--- config.mk ---
export PLATFORM = sky130hd
export DESIGN_NAME = ptg_pulse_train
export DESIGN_NICKNAME = d
export VERILOG_FILES = /design/src/rtl/ptg_pkg.sv /design/src/rtl/ptg_time_cmp.sv /design/src/rtl/ptg_regs.sv /design/src/rtl/ptg_seq.sv /design/src/rtl/ptg_pulse_train.sv
export SDC_FILE = /design/constraint.sdc
export NUM_CORES = 1
export LEC_CHECK = 0
export ABC_AREA = 1
export BUFFER_PORTS_ARGS = -buffer_cell sky130_fd_sc_hd__buf_2
export CORE_MARGIN = 3
export CORE_UTILIZATION = 65
export DETAILED_ROUTE_END_ITERATION = 6
export PLACE_DENSITY = 0.87
export SLEW_MARGIN = 20
export SYNTH_ARGS = -nofsm -noshare
export SYNTH_HDL_FRONTEND = slang
export SYNTH_HIERARCHICAL = 1
export SYNTH_SLANG_ARGS = --single-unit
--- constraint.sdc ---
create_clock -name clk -period 5.95 [get_ports clk]
set_input_delay 0.2975 -clock clk [delete_from_list [all_inputs] [get_ports clk]]
set_output_delay 0.2975 -clock clk [all_outputs]
set_load 0.02 [all_outputs]
--- src/rtl/ptg_pkg.sv ---
package ptg_pkg;
    // register addresses; the bench and software rely on these
    localparam int          REG_AW   = 3;
    localparam logic [2:0]  RA_CTRL  = 3'd0;
    localparam logic [2:0]  RA_TSEC  = 3'd1;
    localparam logic [2:0]  RA_TNS   = 3'd2;
    localparam logic [2:0]  RA_IVAL  = 3'd3;
    localparam logic [2:0]  RA_WID   = 3'd4;

    // control field layout: command low nibble, mode in top two bits of the byte
    localparam int          CMD_LSB  = 0;
    localparam int          CMD_W    = 4;
    localparam int          MODE_LSB = 6;
    localparam int          MODE_W   = 2;

    localparam logic [3:0]  CMD_START = 4'b0010;
    localparam logic [3:0]  CMD_STOP  = 4'b0101;

    localparam logic [1:0]  TM_TRAIN  = 2'b10;

    // smallest legal interval value (period of four ticks)
    localparam int          MIN_IVAL  = 3;

    typedef enum logic [1:0] {
        SQ_IDLE  = 2'd0,
        SQ_ARMED = 2'd1,
        SQ_RUN   = 2'd2
    } seq_state_e;
endpackage

--- src/rtl/ptg_time_cmp.sv ---
module ptg_time_cmp #(
    parameter int SEC_W = 32,
    parameter int NS_W  = 30
) (
    input  logic [SEC_W-1:0] now_sec,
    input  logic [NS_W-1:0]  now_ns,
    input  logic [SEC_W-1:0] tgt_sec,
    input  logic [NS_W-1:0]  tgt_ns,
    output logic             reached
);
    logic sec_gt;
    logic sec_eq;
    logic ns_ge;

    always_comb begin
        sec_gt  = now_sec > tgt_sec;
        sec_eq  = now_sec == tgt_sec;
        ns_ge   = now_ns >= tgt_ns;
        reached = sec_gt || (sec_eq && ns_ge);
    end
endmodule

--- src/rtl/ptg_regs.sv ---
module ptg_regs
    import ptg_pkg::*;
#(
    parameter int SEC_W  = 32,
    parameter int NS_W   = 30,
    parameter int CNT_W  = 32,
    parameter int DATA_W = 32
) (
    input  logic              clk,
    input  logic              rst_n,
    input  logic              wr_en,
    input  logic [REG_AW-1:0] wr_addr,
    input  logic [DATA_W-1:0] wr_data,
    input  logic [REG_AW-1:0] rd_addr,
    input  logic              tick,
    input  logic              reached,
    output logic [DATA_W-1:0] rd_data,
    output logic [SEC_W-1:0]  tgt_sec,
    output logic [NS_W-1:0]   tgt_ns,
    output logic [CNT_W-1:0]  ival,
    output logic [CNT_W-1:0]  wid,
    output logic [1:0]        mode,
    output logic              busy,
    output logic              start_req,
    output logic              stop_req
);
    localparam int EN_BIT   = DATA_W - 1;
    localparam int BUSY_BIT = DATA_W - 1;

    typedef struct packed {
        logic [SEC_W-1:0] tsec;
        logic [NS_W-1:0]  tns;
        logic [CNT_W-1:0] ival;
        logic [CNT_W-1:0] wid;
        logic             en;
        logic [1:0]       mode;
        logic             busy;
    } reg_s;

    reg_s             r_d;
    reg_s             r_q;
    logic [CMD_W-1:0] cmd_w;
    logic             en_w;
    logic             ival_ok;
    logic             unused_bits;

    assign unused_bits = ^wr_data;

    always_comb begin
        cmd_w   = wr_data[CMD_LSB +: CMD_W];
        en_w    = wr_data[EN_BIT];
        ival_ok = r_q.ival >= CNT_W'(MIN_IVAL);

        r_d       = r_q;
        start_req = 1'b0;
        stop_req  = 1'b0;

        if (wr_en) begin
            case (wr_addr)
                RA_CTRL: begin
                    r_d.en   = en_w;
                    r_d.mode = wr_data[MODE_LSB +: MODE_W];
                    if (en_w && (cmd_w == CMD_START) && ival_ok) begin
                        start_req = 1'b1;
                    end
                    if (en_w && (cmd_w == CMD_STOP)) begin
                        stop_req = 1'b1;
                    end
                end
                RA_TSEC: begin
                    if (!r_q.busy) begin
                        r_d.tsec = wr_data[SEC_W-1:0];
                    end
                end
                RA_TNS: begin
                    if (!r_q.busy) begin
                        r_d.tns  = wr_data[NS_W-1:0];
                        r_d.busy = 1'b1;
                    end
                end
                RA_IVAL: r_d.ival = wr_data[CNT_W-1:0];
                RA_WID:  r_d.wid  = wr_data[CNT_W-1:0];
                default: ;
            endcase
        end

        // pending target matured on this tick
        if (r_q.busy && tick && reached) begin
            r_d.busy = 1'b0;
        end
    end

    always_ff @(posedge clk or negedge rst_n) begin
        if (!rst_n) begin
            r_q <= '0;
        end else begin
            r_q <= r_d;
        end
    end

    always_comb begin
        rd_data = '0;
        case (rd_addr)
            RA_CTRL: begin
                rd_data[EN_BIT]                 = r_q.en;
                rd_data[MODE_LSB +: MODE_W]     = r_q.mode;
            end
            RA_TSEC: rd_data[SEC_W-1:0] = r_q.tsec;
            RA_TNS: begin
                rd_data[NS_W-1:0] = r_q.tns;
                rd_data[BUSY_BIT] = r_q.busy;
            end
            RA_IVAL: rd_data[CNT_W-1:0] = r_q.ival;
            RA_WID:  rd_data[CNT_W-1:0] = r_q.wid;
            default: rd_data = '0;
        endcase
    end

    assign tgt_sec = r_q.tsec;
    assign tgt_ns  = r_q.tns;
    assign ival    = r_q.ival;
    assign wid     = r_q.wid;
    assign mode    = r_q.mode;
    assign busy    = r_q.busy;
endmodule

--- src/rtl/ptg_seq.sv ---
module ptg_seq
    import ptg_pkg::*;
#(
    parameter int CNT_W = 32
) (
    input  logic             clk,
    input  logic             rst_n,
    input  logic             tick,
    input  logic             reached,
    input  logic             start_req,
    input  logic             stop_req,
    input  logic [CNT_W-1:0] ival,
    input  logic [CNT_W-1:0] wid,
    input  logic [1:0]       mode,
    output logic             pulse_out,
    output logic             trig_evt,
    output logic             run,
    output logic             armed,
    output logic [CNT_W-1:0] cnt
);
    typedef struct packed {
        seq_state_e       state;
        logic [CNT_W-1:0] cnt;
        logic             out;
        logic             evt;
    } seq_s;

    seq_s s_d;
    seq_s s_q;

    always_comb begin
        s_d     = s_q;
        s_d.evt = 1'b0;

        case (s_q.state)
            SQ_IDLE: begin
                if (start_req) begin
                    s_d.state = SQ_ARMED;
                end
            end
            SQ_ARMED: begin
                if (tick && reached) begin
                    s_d.state = SQ_RUN;
                    s_d.cnt   = '0;
                    s_d.evt   = 1'b1;
                end
            end
            SQ_RUN: begin
                if (tick) begin
                    s_d.cnt = (s_q.cnt >= ival) ? '0 : s_q.cnt + CNT_W'(1);
                end
            end
            default: s_d.state = SQ_IDLE;
        endcase

        if (stop_req) begin
            s_d.state = SQ_IDLE;
            s_d.cnt   = '0;
            s_d.evt   = 1'b0;
        end

        // output decided from next state so it changes only at one edge
        s_d.out = (s_d.state == SQ_RUN) && (mode == TM_TRAIN) && (s_d.cnt <= wid);
    end

    always_ff @(posedge clk or negedge rst_n) begin
        if (!rst_n) begin
            s_q <= '{state: SQ_IDLE, cnt: '0, out: 1'b0, evt: 1'b0};
        end else begin
            s_q <= s_d;
        end
    end

    assign pulse_out = s_q.out;
    assign trig_evt  = s_q.evt;
    assign run       = s_q.state == SQ_RUN;
    assign armed     = s_q.state == SQ_ARMED;
    assign cnt       = s_q.cnt;
endmodule

--- src/rtl/ptg_pulse_train.sv ---
module ptg_pulse_train
    import ptg_pkg::*;
#(
    parameter int SEC_W  = 32,
    parameter int NS_W   = 30,
    parameter int CNT_W  = 32,
    parameter int DATA_W = 32
) (
    input  logic              clk,
    input  logic              rst_n,
    input  logic [SEC_W-1:0]  tod_sec,
    input  logic [NS_W-1:0]   tod_ns,
    input  logic              tod_tick,
    input  logic              wr_en,
    input  logic [2:0]        wr_addr,
    input  logic [DATA_W-1:0] wr_data,
    input  logic [2:0]        rd_addr,
    output logic [DATA_W-1:0] rd_data,
    output logic              pulse_out,
    output logic              trig_evt
);
    logic [SEC_W-1:0] tsec_w;
    logic [NS_W-1:0]  tns_w;
    logic [CNT_W-1:0] ival_w;
    logic [CNT_W-1:0] wid_w;
    logic [1:0]       mode_w;
    logic             busy_w;
    logic             start_w;
    logic             stop_w;
    logic             reached_w;
    logic             run_w;
    logic             armed_w;
    logic [CNT_W-1:0] cnt_w;

    ptg_time_cmp #(.SEC_W(SEC_W), .NS_W(NS_W)) u_cmp (
        .now_sec (tod_sec),
        .now_ns  (tod_ns),
        .tgt_sec (tsec_w),
        .tgt_ns  (tns_w),
        .reached (reached_w)
    );

    ptg_regs #(.SEC_W(SEC_W), .NS_W(NS_W), .CNT_W(CNT_W), .DATA_W(DATA_W)) u_regs (
        .clk       (clk),
        .rst_n     (rst_n),
        .wr_en     (wr_en),
        .wr_addr   (wr_addr),
        .wr_data   (wr_data),
        .rd_addr   (rd_addr),
        .tick      (tod_tick),
        .reached   (reached_w),
        .rd_data   (rd_data),
        .tgt_sec   (tsec_w),
        .tgt_ns    (tns_w),
        .ival      (ival_w),
        .wid       (wid_w),
        .mode      (mode_w),
        .busy      (busy_w),
        .start_req (start_w),
        .stop_req  (stop_w)
    );

    ptg_seq #(.CNT_W(CNT_W)) u_seq (
        .clk       (clk),
        .rst_n     (rst_n),
        .tick      (tod_tick),
        .reached   (reached_w),
        .start_req (start_w),
        .stop_req  (stop_w),
        .ival      (ival_w),
        .wid       (wid_w),
        .mode      (mode_w),
        .pulse_out (pulse_out),
        .trig_evt  (trig_evt),
        .run       (run_w),
        .armed     (armed_w),
        .cnt       (cnt_w)
    );
endmodule

Word level (Yosys, flattened, before mapping)
Index checks and enable logic that the tools add are counted.
- logic and storage cells: 78
- output and inout bits: 34
- register bits: 166
- input bits: 104
- mux-type cells: 24
- eq/ne operators: 15
- reductions and logical operators: 21
- bitwise operators: 1
- add/sub/neg operators: 1
- order comparisons: 5
- operators with widths (operator ; count):
    22-bit case mux with 4 select lines ; 1
    34-bit 2-to-1 mux ; 2
    32-bit 2-to-1 mux ; 2
    32-bit case mux with 2 select lines ; 1
    32-bit by 1-bit adder with 32-bit output (second input constant) ; 1
    32-bit equality test ; 1
    32-bit by 2-bit greater-or-equal comparator with 1-bit output (second input constant) ; 1
    32-bit greater-or-equal comparator ; 1
    32-bit > comparator ; 1
    32-bit <= comparator ; 1
    30-bit greater-or-equal comparator ; 1
    6-bit case mux with 4 select lines ; 1
    3-bit by 2-bit equality test with 1-bit output (second input constant) ; 4
    1-bit 2-to-1 mux ; 12
    2-bit case mux with 5 select lines ; 1
    1-bit logical AND ; 9
    2-bit AND reduction ; 4
    2-bit equality test (second input constant) ; 3
    3-bit by 1-bit equality test with 1-bit output (second input constant) ; 2
    3-bit equality test (second input constant) ; 2
    3-bit zero test ; 2
    2-bit case mux with 3 select lines ; 1
    3-bit AND reduction ; 2
    1-bit case mux with 5 select lines ; 1
    other kinds (9) ; 10

Longest topological paths before layout
Gate-level depths: netlist of run 1.
- depth in word-level cells: 12
- gate-level depth with buffers: 32
- gate-level depth less buffers: 32

By module
The synthesis of run 1 kept the hierarchy.
- by module, submodules not included (module ; cells each ; area each (sq um) ; sequential area each (sq um) ; times used):
    ptg_regs ; 815 ; 6598.8 ; 3253.1 ; 1
    ptg_seq ; 771 ; 4926.0 ; 900.9 ; 1
    ptg_time_cmp ; 289 ; 1744.2 ; 0.0 ; 1

Worst setup path before layout of run 1
Ideal clock, no wire load.
- kind: reg2reg
- from: register u_regs.r_q, in the netlist u_regs/tgt_sec[31]
- to: register u_seq.s_q, in the netlist u_seq/pulse_out
- data required time: 5873 ps
- clock period less this slack: 3097 ps
- stages on the path, launching flop included: 29
- library setup time: 77 ps
- arrival: 3019 ps
- buffers on the path: 2
- setup slack: 2853 ps
- cells stage by stage: dfrtp_1 buf_4 inv_1 ha_1 nand2_2 nor2_4 nand2_2 nor2_4 nand2_2 nor2_1 nand3_1 nand2_1 inv_1 nand2_1 nand2_1 clkbuf_1 o21ai_0 inv_1 a21oi_1 ha_1 nand2_1 inv_1 o21ai_0 nand2_1 nand2_1 o211ai_1 a21oi_1 nand2_1 a21oi_1
- RTL lines (item ; RTL line ; text):
    from (decl) ; ptg_regs.sv:41 ; reg_s r_q;
    from (signal assigned) ; ptg_regs.sv:97 ; r_q <= r_d;
    to (signal assigned) ; ptg_seq.sv:68 ; s_q <= '{state: SQ_IDLE, cnt: '0, out: 1'b0, evt: 1'b0};
    to (decl) ; ptg_seq.sv:29 ; seq_s s_q;

==> impl_metrics.yaml, run 1 <==
route:
  vias: 12000
  ant_nets: 0
  drt_wl_total_um: 34400
  viasPerCell: 5.71
  wl_per_cell_um: 16.4
  first_pass_iters: 6
  first_iter_violations: 1119
  drc: 0
floorplan:
  start_util_pct: 66.5
  die_area_um2: 21800
  fp-row-count: 51
  die_y_um: 148
  io_pins: 138
  die_w_um: 148
  fp.coreArea_um2: 19600
cts:
  post_cts_resize_count: 0
  post-cts-setup-buffers: 0
  root_buffer: "clkbuf_16"
  clk_latency_ns: 0.43
  cts_made_buffers: 17
  clk_pin_slew_ns: 0.07
  clockBufferDepth: 2
  hold_buffers: 0
  tritoncts: "built"
  htree_levels: 4
  clock-sinks: 166
placement:
  gp_congestion: 0.949
  hpwlAfterDp_um: 25200
  port-buffer-count: 137
  place_ws_ns: 1.36
power_and_ir_drop:
  pwr-share-clk_pct: 21.7
  p_total_mw: 5.11
  peakVddDrop_uv: 264
  swShare_pct: 43.6
  powerDensity_nw_per_um2: 377
  power.leakage_nw: 7.20
  pwr-share-seq_pct: 34.8
  internal_power_mw: 2.88
  power_frac_comb_pct: 43.4
  power.switching_mw: 2.23
sta:
  setup_viol: 0
  setup_ws_ns: 1.11
  post-route-min-period_ns: 4.84
  fin_worst_skew_ns: 0.0111
  holdWs_ns: -0.0446
  relSlewSlack_pct: 39.8
  setup_tns_ns: 0
  tightest_slew_ns: 0.904
  rsz0062_at_grt: "no"
  finalHoldViolCount: 21
  min_period_over_period_pct: 81.3
  fmax_mhz: 207
  drv_slew: 0
cells_and_area:
  drive_gt1_share_pct: 12.4
  n_antenna_cell: 0
  nets: 2059
  area_delta_synth_final_pct: 3.94
global_route:
  grt_max_degree: 98
  overflow: 0
  grt_pass1_vias: 11500
  gr-usage-all-layers_pct: 31.3
  antenna_found_initial: 0
  grt_pass1_wl_um: 55200
worst_setup_path:
  worstSetupEndpointType: "flip-flop"
  critPathMaxFanout: 24
  crit_required_ns: 6.29
  crit_arrival_ns: 5.18
  startpoint_type: "flip-flop"
  crit_type: "reg -> reg"
synthesis:
  syn_nets: 2079
  syn_area_um2: 13000
  avgSynthCellArea_um2: 7.07
  postSynthCellCount: 1843
  yosys_warnings: 6
job:
  drv_cap: 0
outcome:
  status: "finished, violations left"
  violations: "hold timing"
hold_path:
  hp-class: "in -> async"
worst max-delay path, cell delays in order, from the launching register on:
cell and delay, ns:
dfrtp_1 0.41, inv_1 0.08, ha_1 0.30, a21oi_1 0.15
o21ai_0 0.10, a21oi_1 0.41, nand2_1 0.09, nor2_1 0.10
nand2_1 0.06, nand2_1 0.10, inv_1 0.06, nand2_1 0.34
nand2_1 0.59, o21ai_0 0.35, inv_1 0.07, a21oi_1 0.27
ha_1 0.31, a21oi_1 0.15, o21ai_0 0.11, nand2_1 0.08
o211ai_1 0.11, a21oi_1 0.27, nand2_1 0.09, a21oi_1 0.16
cell type report:
| type | count | area (um^2) |
|---|---|---|
| fillers | 1594 | 6050 |
| clock buffers | 19 | 443 |
| multi-input cells | 1210 | 6650 |
| well taps | 265 | 332 |
| repair buffers | 146 | 759 |
| inverters | 282 | 1060 |
| clock inverters | 13 | 144 |
| flip-flops and latches | 166 | 4150 |
through the flow:
stage / hold slack, ns / std cells / cell area, um^2 / util [%]
after floorplan: 0.00191 / 1843 / 13000 / -
after global placement: 0.456 / 2069 / 12900 / 66.1
after detailed placement: 0.459 / 2069 / 12900 / 66.1
after CTS: 0.00629 / 2101 / 13500 / 69.1
after global routing: 0.0395 / 2101 / 13500 / 69.1
final: -0.0446 / 2101 / 13500 / 69.1
state kept, by name (all words and copies together), names as in the netlist, 2 cells and up:
name,cells
u_regs/ival,32
u_regs/tgt_sec,32
u_regs/wid,32
u_seq/cnt,32
u_regs/tgt_ns,30
u_regs/mode,2
u_seq/s_q,2
per-layer routing:
metal  vias to the layer above  routed length, um  GRT usage [%]
met4                         0               1480           14.7
met3                       125               2540           4.23
met5                         -                  0              0
met1                      5556              13400           38.7
li1                       5724                  -              -
met2                       582              17000           54.4
worst paths after layout:
kind | slack [ns] | end | cells past startpoint | startpoint
max in group asynchronous | 4.51 | u_regs/tgt_ns[10]$_DFFE_PN0P_ | 2 | rst_n
max | 1.11 | u_seq/pulse_out$_DFF_PN0_ | 23 | u_regs/tgt_sec[31]$_DFFE_PN0P_
min | -0.04 | u_regs/tgt_ns[3]$_DFFE_PN0P_ | 1 | rst_n
min reg2reg | 0.51 | u_regs/tgt_ns[11]$_DFFE_PN0P_ | 2 | u_regs/tgt_ns[11]$_DFFE_PN0P_
min in group clk | 0.14 | u_regs/r_q[3]$_DFFE_PN0P_ | 3 | wr_data[31]
max reg2reg | 1.11 | u_seq/pulse_out$_DFF_PN0_ | 23 | u_regs/tgt_sec[31]$_DFFE_PN0P_
layout by cell type, fill, tap and decap left out, types with 2 or more instances in the layout:
| cell type | instances |
|---|---|
| nand2_1 | 497 |
| inv_1 | 278 |
| o21ai_0 | 196 |
| dfrtp_1 | 166 |
| buf_2 | 136 |
| ha_1 | 132 |
| a21oi_1 | 106 |
| nor2_1 | 95 |
| nand4_1 | 46 |
| nand3_1 | 37 |
| nor3_1 | 20 |
| clkbuf_16 | 17 |
| o21ai_1 | 16 |
| nand2_2 | 11 |
| nor2_4 | 10 |
| buf_4 | 9 |
| nor2_2 | 6 |
| inv_6 | 5 |
| nor3_4 | 5 |
| nand3_2 | 4 |
| o21a_1 | 4 |
| inv_2 | 4 |
| clkinv_2 | 3 |
| nand2_4 | 3 |
| a21oi_2 | 3 |
| clkinv_4 | 2 |
| bufinv_16 | 2 |
| a21o_1 | 2 |
| nand3_4 | 2 |
| a211oi_1 | 2 |
| o211ai_1 | 2 |
power groups by stage:
stage	clock network, mW	registers (mW)	logic, mW
after detailed placement	0	1.78	2.15
after CTS	1.12	1.77	2.18
after global placement	0	1.77	2.03
final	1.11	1.78	2.22
after global routing	1.16	1.81	2.52
after floorplan	0	1.66	1.86
No activity file was read; power rests on OpenSTA's default activity.
==> inputs of run 2 (changes only) <==
CORE_UTILIZATION = 55   (was 65)
PLACE_DENSITY = 0.78   (was 0.87)
clock period = 4 ns   (was 5.95 ns; I/O delays follow)
==> run 2 against run 1 <==
Compared with the run above: the flow now finishes without violations; via count fell by 1.8%; sequential share of layout area is 0.34 points lower; worst hold slack better by 0.094 ns; wire length increased by 1.2%; highest routed layer unchanged; clock skew is 0.0025 ns lower; critical path depth is 1 higher; non-clock buffer count rose by 12.
==> impl_metrics.yaml, run 2 (synthesis gave the netlist of run 1 again) <==
outcome:
  status: "finished clean"
cells_and_area:
  fill_cells: 2124
  final_cell_mix: "nand2_1, inv_1, o21ai_0, dfrtp_1, buf_2"
  finalNonFillerCells: 2161
  nets: 2071
  drive_gt1_share_pct: 13.2
  stdcell_area_um2: 13700
  seqCellArea_um2: 4160
  final_util_pct: 59.6
  final_common_cell: "nand2_1"
  area_delta_synth_final_pct: 5.13
  n_antenna_cell: 0
  multi_input_area_um2: 6670
sta:
  fmax_mhz: 271
  fin_worst_skew_ns: 0.00852
  setup_viol: 0
  finalHoldViolCount: 0
  post-route-min-period_ns: 3.69
  holdWs_ns: 0.0490
  setup_tns_ns: 0
  min_period_over_period_pct: 92.3
  drv_slew: 0
  relSlewSlack_pct: 32.3
  tightest_slew_ns: 1.02
cts:
  clk_pin_slew_ns: 0.07
  clock-sinks: 166
  root_buffer: "clkbuf_16"
  clk_latency_ns: 0.44
  tritoncts: "built"
  cts_made_buffers: 17
  htree_levels: 4
  clockBufferDepth: 2
global_route:
  antenna_found_initial: 0
  overflow: 0
  grt_pass1_wl_um: 56200
  grt.met2_usage_pct: 46.9
  grt_pass1_vias: 11400
  gr-usage-all-layers_pct: 27.0
  met1_usage_pct: 34.4
  busiest_layer: "met2"
  grt_max_degree: 107
  grt_util_met3_pct: 4.33
floorplan:
  start_util_pct: 56.7
  die_w_um: 160
  io_pins: 138
  die_y_um: 160
  fp.coreArea_um2: 23000
  fp-row-count: 55
  die_area_um2: 25600
placement:
  dpl.cell_count: 2127
  hpwlAfterDp_um: 26000
  gp_congestion: 0.932
  port-buffer-count: 137
  placed_area_um2: 13100
worst_setup_path:
  critPathSlowestCell: "dfrtp_2"
  crit_arrival_ns: 4.06
  reg2reg_slack_ns: 0.31
  cp_common_cell: "nand2_1"
  crit_type: "reg -> reg"
  worstSetupEndpointType: "flip-flop"
  max_stage_delay_ns: 0.38
  path_cells: "inv_1 > ha_1 > a21oi_2 > o21ai_0 > a21oi_2 > nand2_1 > nor2_2 > nand2_1 > nand2_1 > inv_1 > nand2_1 > nand2_1 > buf_12 > o21ai_0 > inv_1 > a21oi_1 > ha_1 > a21oi_1 > o21ai_0 > nand2_1 > o211ai_1 > a21oi_2 > nand2_1 > a21oi_1"
  crit_required_ns: 4.36
  critPathMaxFanout: 24
  startpoint_type: "flip-flop"
  reg2reg_depth: 24
route:
  viasPerCell: 5.45
  ant_nets: 0
  first_iter_violations: 1129
  vias: 11800
  first_pass_iters: 6
  drc: 0
  drt_wl_total_um: 34800
  wl_per_cell_um: 16.1
hold_path:
  hp-class: "in -> reg"
  hold_depth: 3
power_and_ir_drop:
  peakVddDrop_uv: 350
  powerDensity_nw_per_um2: 547
  power.leakage_nw: 7.23
job:
  drv_cap: 0
[run 2: cell types whose count changed in the layout (fill, tap and decap cells not counted), moves of 2 or more]
cell	previous run	this run
buf_4	9	18
a21oi_1	106	101
a21oi_2	3	7
clkinvlp_4	1	5
buf_12	0	2
bufinv_16	2	0
clkinv_2	3	1
inv_6	5	3
[run 2: power by group]
part	leakage, nW	switching, mW	internal (mW)	total [mW]
Sequential	2.10	0.523	2.11	2.63
Clock	0.252	0.729	0.821	1.55
Combinational	4.88	2.05	1.26	3.30
[run 2: layer usage]
| metal | up-vias | routed length [um] |
|---|---|---|
| met2 | 488 | 17200 |
| met4 | 0 | 916 |
| met1 | 5460 | 14300 |
| li1 | 5751 | - |
| met5 | - | 0 |
| met3 | 74 | 2460 |
[run 2: repair_timing]
item / CTS / global route
setup buffers: 0 / 1
hold buffers: 1 / 0
resized for setup: 0 / 9
endpoints found under the setup margin: 0 / 1
hold endpoints to repair: 105 / 0
[run 2: cell type report]
class	instances	area share (%)
multi-input combinational	1210	48.7
tap	313	2.86
sequential	166	30.3
inverter	282	7.73
clock inverter	12	0.713
timing repair buffer	158	6.40
clock buffer	20	3.26
[run 2: critical path: cells and delay by family, from the launching register on]
| family | cells | cell delay, ns |
|---|---|---|
| adder cells (fa/ha/maj) | 2 | 0.64 |
| flip-flops | 1 | 0.38 |
| AO/OA/AOI/OAI | 10 | 1.54 |
| buffers and inverters | 4 | 0.34 |
| AND/OR/NAND/NOR | 8 | 0.70 |
[run 2: path summary, 6_finish.rpt]
check	startpoint	end
worst max-delay path	u_regs/tgt_sec[31]$_DFFE_PN0P_	u_seq/pulse_out$_DFF_PN0_
worst min-delay path	wr_data[31]	u_regs/r_q[3]$_DFFE_PN0P_
worst max register to register	u_regs/tgt_sec[31]$_DFFE_PN0P_	u_seq/pulse_out$_DFF_PN0_
worst min register to register	u_regs/tgt_ns[2]$_DFFE_PN0P_	u_regs/tgt_ns[2]$_DFFE_PN0P_
max in group asynchronous	rst_n	u_regs/ival[4]$_DFFE_PN0P_
min in group asynchronous	rst_n	u_regs/tgt_ns[26]$_DFFE_PN0P_
[run 2: stage by stage]
stage / power, mW / worst slack, ns
after floorplan: 5.23 / 0.903
after global placement: 5.68 / 0.333
after detailed placement: 5.85 / 0.174
after CTS: 7.43 / 0.0861
after global routing: 8.14 / -0.0118
final: 7.49 / 0.308
